==> src/rtl/pw_pkg.sv <==
package pw_pkg;
    typedef enum logic [2:0] {
        ST_IDLE     = 3'd0,
        ST_DIR_REQ  = 3'd1,
        ST_DIR_WAIT = 3'd2,
        ST_TBL_REQ  = 3'd3,
        ST_TBL_WAIT = 3'd4,
        ST_DONE     = 3'd5
    } pw_state_e;

    // entry attribute bit positions, decoded by the rights checker
    localparam int ENT_PRESENT = 0;
    localparam int ENT_WRITE   = 1;
    localparam int ENT_USER    = 2;
endpackage

==> src/rtl/pw_addr_gen.sv <==
module pw_addr_gen #(
    parameter int ADDR_W = 32,
    parameter int OFF_W  = 12,
    parameter int IDX_W  = 10
) (
    input  logic [ADDR_W-OFF_W-1:0] base_frame,
    input  logic [ADDR_W-OFF_W-1:0] pde_frame,
    input  logic [IDX_W-1:0]        dir_idx,
    input  logic [IDX_W-1:0]        tbl_idx,
    input  logic                    sel_table,
    output logic [ADDR_W-1:0]       rd_addr
);
    localparam int ENT_SHIFT = OFF_W - IDX_W;
    localparam int FRAME_W   = ADDR_W - OFF_W;

    logic [FRAME_W-1:0] frame;
    logic [IDX_W-1:0]   idx;

    always_comb begin
        frame   = sel_table ? pde_frame : base_frame;
        idx     = sel_table ? tbl_idx : dir_idx;
        rd_addr = {frame, idx, {ENT_SHIFT{1'b0}}};
    end
endmodule

==> src/rtl/pw_rights_check.sv <==
module pw_rights_check (
    input  logic [2:0] ent_bits,
    input  logic [1:0] rights_in,   // {user, write} granted by earlier level
    input  logic       req_write,
    input  logic       req_user,
    output logic       ent_absent,
    output logic       ent_denied,
    output logic [1:0] rights_out
);
    import pw_pkg::*;

    always_comb begin
        ent_absent = !ent_bits[ENT_PRESENT];
        rights_out = rights_in & {ent_bits[ENT_USER], ent_bits[ENT_WRITE]};
        ent_denied = (req_write && !rights_out[0]) || (req_user && !rights_out[1]);
    end
endmodule

==> src/rtl/pw_ctrl.sv <==
module pw_ctrl
    import pw_pkg::*;
(
    input  logic clk,
    input  logic rst_n,
    input  logic req_valid,
    input  logic pg_en,
    input  logic mem_rd_ready,
    input  logic mem_rsp_valid,
    input  logic ent_absent,
    input  logic ent_denied,
    output logic req_ready,
    output logic accept,
    output logic ev_bypass,
    output logic mem_rd_valid,
    output logic sel_table,
    output logic ev_dir_ok,
    output logic ev_done_ok,
    output logic ev_fault,
    output logic rsp_valid
);
    pw_state_e state_q, state_d;

    always_ff @(posedge clk) begin
        if (!rst_n) state_q <= ST_IDLE;
        else        state_q <= state_d;
    end

    always_comb begin
        state_d = state_q;
        unique case (state_q)
            ST_IDLE:     if (req_valid)     state_d = pg_en ? ST_DIR_REQ : ST_DONE;
            ST_DIR_REQ:  if (mem_rd_ready)  state_d = ST_DIR_WAIT;
            ST_DIR_WAIT: if (mem_rsp_valid) state_d = ent_absent ? ST_DONE : ST_TBL_REQ;
            ST_TBL_REQ:  if (mem_rd_ready)  state_d = ST_TBL_WAIT;
            ST_TBL_WAIT: if (mem_rsp_valid) state_d = ST_DONE;
            ST_DONE:                        state_d = ST_IDLE;
            default:                        state_d = ST_IDLE;
        endcase
    end

    always_comb begin
        req_ready    = (state_q == ST_IDLE);
        accept       = req_ready && req_valid;
        ev_bypass    = accept && !pg_en;
        mem_rd_valid = (state_q == ST_DIR_REQ) || (state_q == ST_TBL_REQ);
        sel_table    = (state_q == ST_TBL_REQ) || (state_q == ST_TBL_WAIT);
        ev_dir_ok    = (state_q == ST_DIR_WAIT) && mem_rsp_valid && !ent_absent;
        ev_done_ok   = (state_q == ST_TBL_WAIT) && mem_rsp_valid && !ent_absent && !ent_denied;
        ev_fault     = ((state_q == ST_DIR_WAIT) && mem_rsp_valid && ent_absent) ||
                       ((state_q == ST_TBL_WAIT) && mem_rsp_valid && (ent_absent || ent_denied));
        rsp_valid    = (state_q == ST_DONE);
    end


    rsp_expected_chk: assert property (@(posedge clk) disable iff (!rst_n)
        mem_rsp_valid |-> (state_q == ST_DIR_WAIT || state_q == ST_TBL_WAIT));


    busy_after_accept_chk: assert property (@(posedge clk) disable iff (!rst_n)
        accept |=> !req_ready);
endmodule

==> src/rtl/page_walker.sv <==
module page_walker #(
    parameter int ADDR_W = 32,
    parameter int OFF_W  = 12,
    parameter int IDX_W  = 10,
    parameter int PG_BIT = 31
) (
    input  logic              clk,
    input  logic              rst_n,
    input  logic              req_valid,
    output logic              req_ready,
    input  logic [ADDR_W-1:0] req_lin_addr,
    input  logic              req_write,
    input  logic              req_user,
    input  logic [ADDR_W-1:0] ctl_reg,
    input  logic [ADDR_W-1:0] dir_base,
    output logic              mem_rd_valid,
    input  logic              mem_rd_ready,
    output logic [ADDR_W-1:0] mem_rd_addr,
    input  logic              mem_rsp_valid,
    input  logic [ADDR_W-1:0] mem_rsp_data,
    output logic              rsp_valid,
    output logic [ADDR_W-1:0] rsp_phys_addr,
    output logic              rsp_fault,
    output logic [2:0]        rsp_err_code,
    output logic [ADDR_W-1:0] fault_addr
);
    localparam int FRAME_W = ADDR_W - OFF_W;
    localparam int TBL_LSB = OFF_W;
    localparam int DIR_LSB = OFF_W + IDX_W;

    logic              accept, ev_bypass, ev_dir_ok, ev_done_ok, ev_fault, sel_table;
    logic              ent_absent, ent_denied;
    logic [1:0]        rights_in, rights_out;

    logic [ADDR_W-1:0]  lin_q;
    logic               wr_q, usr_q, pg_q;
    logic [FRAME_W-1:0] base_frame_q, pde_frame_q;
    logic [1:0]         rights_q;
    logic [ADDR_W-1:0]  phys_q, fault_addr_q;
    logic               fault_q;
    logic [2:0]         code_q;

    logic unused_inputs;
    assign unused_inputs = ^{ctl_reg, dir_base[OFF_W-1:0], mem_rsp_data[OFF_W-1:3]};

    pw_ctrl u_ctrl (
        .clk          (clk),
        .rst_n        (rst_n),
        .req_valid    (req_valid),
        .pg_en        (ctl_reg[PG_BIT]),
        .mem_rd_ready (mem_rd_ready),
        .mem_rsp_valid(mem_rsp_valid),
        .ent_absent   (ent_absent),
        .ent_denied   (ent_denied),
        .req_ready    (req_ready),
        .accept       (accept),
        .ev_bypass    (ev_bypass),
        .mem_rd_valid (mem_rd_valid),
        .sel_table    (sel_table),
        .ev_dir_ok    (ev_dir_ok),
        .ev_done_ok   (ev_done_ok),
        .ev_fault     (ev_fault),
        .rsp_valid    (rsp_valid)
    );

    pw_addr_gen #(.ADDR_W(ADDR_W), .OFF_W(OFF_W), .IDX_W(IDX_W)) u_addr (
        .base_frame(base_frame_q),
        .pde_frame (pde_frame_q),
        .dir_idx   (lin_q[ADDR_W-1:DIR_LSB]),
        .tbl_idx   (lin_q[DIR_LSB-1:TBL_LSB]),
        .sel_table (sel_table),
        .rd_addr   (mem_rd_addr)
    );

    assign rights_in = sel_table ? rights_q : 2'b11;

    pw_rights_check u_rights (
        .ent_bits  (mem_rsp_data[2:0]),
        .rights_in (rights_in),
        .req_write (wr_q),
        .req_user  (usr_q),
        .ent_absent(ent_absent),
        .ent_denied(ent_denied),
        .rights_out(rights_out)
    );

    always_ff @(posedge clk) begin
        if (!rst_n) begin
            lin_q        <= '0;
            wr_q         <= 1'b0;
            usr_q        <= 1'b0;
            pg_q         <= 1'b0;
            base_frame_q <= '0;
            pde_frame_q  <= '0;
            rights_q     <= 2'b00;
            phys_q       <= '0;
            fault_q      <= 1'b0;
            code_q       <= 3'b000;
            fault_addr_q <= '0;
        end else begin
            if (accept) begin
                lin_q        <= req_lin_addr;
                wr_q         <= req_write;
                usr_q        <= req_user;
                pg_q         <= ctl_reg[PG_BIT];
                base_frame_q <= dir_base[ADDR_W-1:OFF_W];
            end
            if (ev_bypass) begin
                phys_q  <= req_lin_addr;
                fault_q <= 1'b0;
                code_q  <= 3'b000;
            end
            if (ev_dir_ok) begin
                pde_frame_q <= mem_rsp_data[ADDR_W-1:OFF_W];
                rights_q    <= rights_out;
            end
            if (ev_done_ok) begin
                phys_q  <= {mem_rsp_data[ADDR_W-1:OFF_W], lin_q[OFF_W-1:0]};
                fault_q <= 1'b0;
                code_q  <= 3'b000;
            end
            if (ev_fault) begin
                phys_q       <= '0;
                fault_q      <= 1'b1;
                code_q       <= {usr_q, wr_q, !ent_absent};
                fault_addr_q <= lin_q;
            end
        end
    end

    assign rsp_phys_addr = phys_q;
    assign rsp_fault     = fault_q;
    assign rsp_err_code  = code_q;
    assign fault_addr    = fault_addr_q;


    rd_hold_chk: assert property (@(posedge clk) disable iff (!rst_n)
        (mem_rd_valid && !mem_rd_ready) |=> (mem_rd_valid && $stable(mem_rd_addr)));


    rsp_pulse_chk: assert property (@(posedge clk) disable iff (!rst_n)
        rsp_valid |=> (!rsp_valid && req_ready));


    fault_addr_keep_chk: assert property (@(posedge clk) disable iff (!rst_n)
        (rsp_valid && !rsp_fault) |-> $stable(fault_addr));


    bypass_no_fault_chk: assert property (@(posedge clk) disable iff (!rst_n)
        (rsp_valid && !pg_q) |-> !rsp_fault);


    fault_code_chk: assert property (@(posedge clk) disable iff (!rst_n)
        (rsp_valid && !rsp_fault) |-> (rsp_err_code == 3'b000));
endmodule

==> config.mk <==
export PLATFORM = sky130hd
export DESIGN_NAME = page_walker
export DESIGN_NICKNAME = d
export VERILOG_FILES = /design/src/rtl/pw_pkg.sv /design/src/rtl/pw_addr_gen.sv /design/src/rtl/pw_rights_check.sv /design/src/rtl/pw_ctrl.sv /design/src/rtl/page_walker.sv
export SDC_FILE = /design/constraint.sdc
export NUM_CORES = 1
export LEC_CHECK = 0
export BUFFER_PORTS_ARGS = -buffer_cell sky130_fd_sc_hd__buf_2
export CELL_PAD_IN_SITES_DETAIL_PLACEMENT = 0
export CELL_PAD_IN_SITES_GLOBAL_PLACEMENT = 1
export CORE_MARGIN = 3
export CORE_UTILIZATION = 25
export DETAILED_ROUTE_END_ITERATION = 8
export PLACE_DENSITY_LB_ADDON = 0.1
export SYNTH_ARGS = -nofsm -noshare
export SYNTH_HDL_FRONTEND = slang
export SYNTH_SLANG_ARGS = --single-unit
==> constraint.sdc <==
create_clock -name clk -period 2.2 [get_ports clk]
set_input_delay 0.22 -clock clk [delete_from_list [all_inputs] [get_ports clk]]
set_output_delay 0.22 -clock clk [all_outputs]
set_load 0.01 [all_outputs]
==> impl_metrics.ini <==
[worst_setup_path]
endpoint_kind = output port
r2r_end = fault_addr[20]
crit_fanout = 7
reg2regPathDepth = 7
worstPathRequired_ns = 1.98
r2r-start = u_ctrl.state_q[0]
ff2ff_setup_slack_ns = 0.27
cp_data_arrival_time_ns = 1.93
crit_type = reg2out
cp-start-kind = flop

[clocking]
cts_root_buffer = clkbuf_16
clk_pin_slew_ns = 0.07
clock_path_buffers = 2
cts_tree = built
clk_latency_ns = 0.42
cts.sinks = 147
cts_made_buffers = 17
cts.htree.levels = 4

[sta]
clock.fmax_mhz = 464
min_period_ns = 2.15
setup_viol = 0
period_share = 0.979
slew_viol_final = 0
rsz0062_at_grt = true
tightestPinTransition_ns = 0.628
slew_headroom = 0.582
worst_hold_slack_ns = 0.0220
finalClockSkew_ns = 0.00970
hold_viol = 0

[synthesis]
synth_top_family_by_area = simple AND/OR/NAND/NOR gates
synth.avg_cell_area_sq_um = 8.92
async_flop_share = 0
synthAdderAreaFrac = 0
yosys-top-cells-area = dfxtp_1, nand2_1, mux2i_1, a21oi_1, mux2_1
netlist_top_cells_count = nand2_1, dfxtp_1, a21oi_1
synth_top_flop_cell = dfxtp_1
syn-instance-count = 675
yosys.area.top_type = dfxtp_1
ys_warn_count = 0
syn-cell-area_sq_mm = 0.00602
ys_seq_area_frac = 0.489
netlist-cell-type-count = 39
synth_most_common_cell = nand2_1
synth_compound_area_frac = 0.130
synth_edf_count = 0
synth_xor_area_frac = 0.00145
synthMuxAreaShare = 0.164
yosys_register_bits = 147
synthSimpleGateAreaFrac = 0.167
synth_top_area_share = 0.489

[grt]
grtUsageMet1 = 0.200
met2_usage = 0.242
use_met3 = 0.0403
grt_max_degree = 62
grt.busiest_layer = met2
grt_pass1_wl_mm = 29.9
grt_pass1_vias = 5104
antenna_found_initial = 1
grt_overflow = 0
grtUsageTotal = 0.150

[floorplanning]
coreArea_sq_mm = 0.0235
die_x_microns = 161
row_count = 56
pin_count = 238
die-area_sq_mm = 0.0260
initial_core_util = 0.256
die_h_microns = 161

[place]
port_buffers = 183
dp.cells = 1140
place_congestion = 0.779
dp_hpwl_mm = 13.7

[worst_hold_path]
hold_class = in2reg
hp-start = mem_rsp_data[30]
hold_end = rsp_phys_addr[30]
holdPathStages = 2

[status]
outcome = complete, no violations

[drt]
drtPass1Iterations = 4
vias = 5260
via_per_inst = 4.43
ant_nets = 0
drt-total-wl_mm = 20.2
drt_first_iter_violations = 234
drc = 0
wl_per_cell_microns = 17.0

[pwr]
power.share.sequential = 0.430
leakagePower_nw = 3.80
p_sw_frac = 0.273
p_comb_frac = 0.151
irDropWorstVdd_uv = 362
cellPowerDensity_mw_per_mm2 = 831
power_mw = 6.74
power.internal_mw = 4.90
p_clk_frac = 0.418
switchingPower_mw = 1.84

[final_layout]
finish.cell_count_without_fillers = 1187
areaGrowthSynthToFinish_pct = 34.6
layout-drive-gt1-share = 0.318
nets = 989
nFillCells = 2556
final_util = 0.344

[job]
maxCapViolations = 0
-- worst max-delay path by stage --
stage,start,endpoint,slack (ns),cells past startpoint
floorplan,u_ctrl.state_q[0],mem_rd_addr[10],0.52,6
global placement,u_ctrl.state_q[0],mem_rd_addr[24],0.18,6
detailed placement,u_ctrl.state_q[0],fault_addr[20],0.16,6
CTS,u_ctrl.state_q[1],mem_rd_addr[14],0.0008,6
global route,u_ctrl.state_q[1],mem_rd_addr[26],-0.04,6
finish,u_ctrl.state_q[1],mem_rd_addr[16],0.05,6
-- routing by layer --
metal / routed length [microns] / vias to the layer above
li1: - / 2645
met1: 9490 / 2468
met2: 9530 / 137
met3: 971 / 10
met4: 210 / 0
met5: 0 / -
-- flip-flops by register name, summed over array words and instances, names as in the netlist --
signal and flops:
rsp_fault 1, rsp_err_code 3, base_frame_q 20, fault_addr 32
rsp_phys_addr 32, wr_q 1, usr_q 1, u_ctrl.state_q 3
pde_frame_q 20, rights_q 2, lin_q 32
-- cells in the final DEF (no fill, tap or decap), types with 7 or more instances in the layout --
cell | netlist | layout
mux2_4 | 0 | 21
nor2_1 | 8 | 7
mux2_1 | 30 | 9
nand2_1 | 224 | 223
clkbuf_16 | 0 | 19
a21oi_1 | 79 | 79
o2bb2ai_1 | 32 | 32
buf_4 | 5 | 16
mux2i_1 | 65 | 65
buf_2 | 14 | 181
dfxtp_1 | 147 | 144
-- per-stage QoR --
step | TNS, ns | instance area [sq um] | setup slack (ns)
after global routing | -0.381 | 8110 | -0.0414
after global placement | 0 | 7260 | 0.185
final | 0 | 8110 | 0.0459
after detailed placement | 0 | 7260 | 0.155
after floorplan | 0 | 6030 | 0.517
after CTS | 0 | 7910 | 0.000785
-- cell families (layout without fill, tap and decap cells) --
logic type / count (synthesis) / count (layout)
compound gates: 125 / 125
mux: 95 / 95
flops: 147 / 147
other cells: 1 / 3
buf+inv: 56 / 247
simple gates: 250 / 250
xor+xnor: 1 / 1
-- worst max-delay path, stage by stage, from the launching register on --
cell and delay, ns:
dfxtp_4 0.36, buf_4 0.14, a22oi_2 0.20, buf_6 0.16, clkbuf_16 0.17, mux2_1 0.33, buf_2 0.14
-- timing repair --
| action | in CTS | in global routing |
|---|---|---|
| hold buffers | 1 | 0 |
| resized for setup | 9 | 25 |
| buffers inserted | 3 | 7 |
| hold endpoints to repair | 1 | 0 |
| gates cloned | 1 | 2 |
| pin swaps | 1 | 1 |
| endpoints found under the setup margin | 30 | 30 |
-- layout make-up --
| cell class | count | area [sq um] | area share |
|---|---|---|---|
| Sequential cell | 147 | 2950 | 0.364 |
| Multi-Input combinational cell | 473 | 2890 | 0.356 |
| Timing Repair Buffer | 211 | 1270 | 0.157 |
| Clock buffer | 22 | 474 | 0.0585 |
| Tap cell | 319 | 399 | 0.0492 |
| Clock inverter | 10 | 100 | 0.0123 |
| Inverter | 4 | 15.0 | 0.00185 |
| Antenna cell | 1 | 2.50 | 0.000309 |
-- power groups by stage --
stage / Combinational (mW) / Sequential (mW) / Clock [mW]
after floorplan: 0.537 / 2.94 / 0
after global placement: 0.909 / 2.96 / 0
after detailed placement: 0.913 / 2.97 / 0
after CTS: 0.949 / 2.90 / 2.91
after global routing: 1.12 / 2.92 / 3.02
final: 1.02 / 2.90 / 2.82
(Power assumes the default switching activity.)
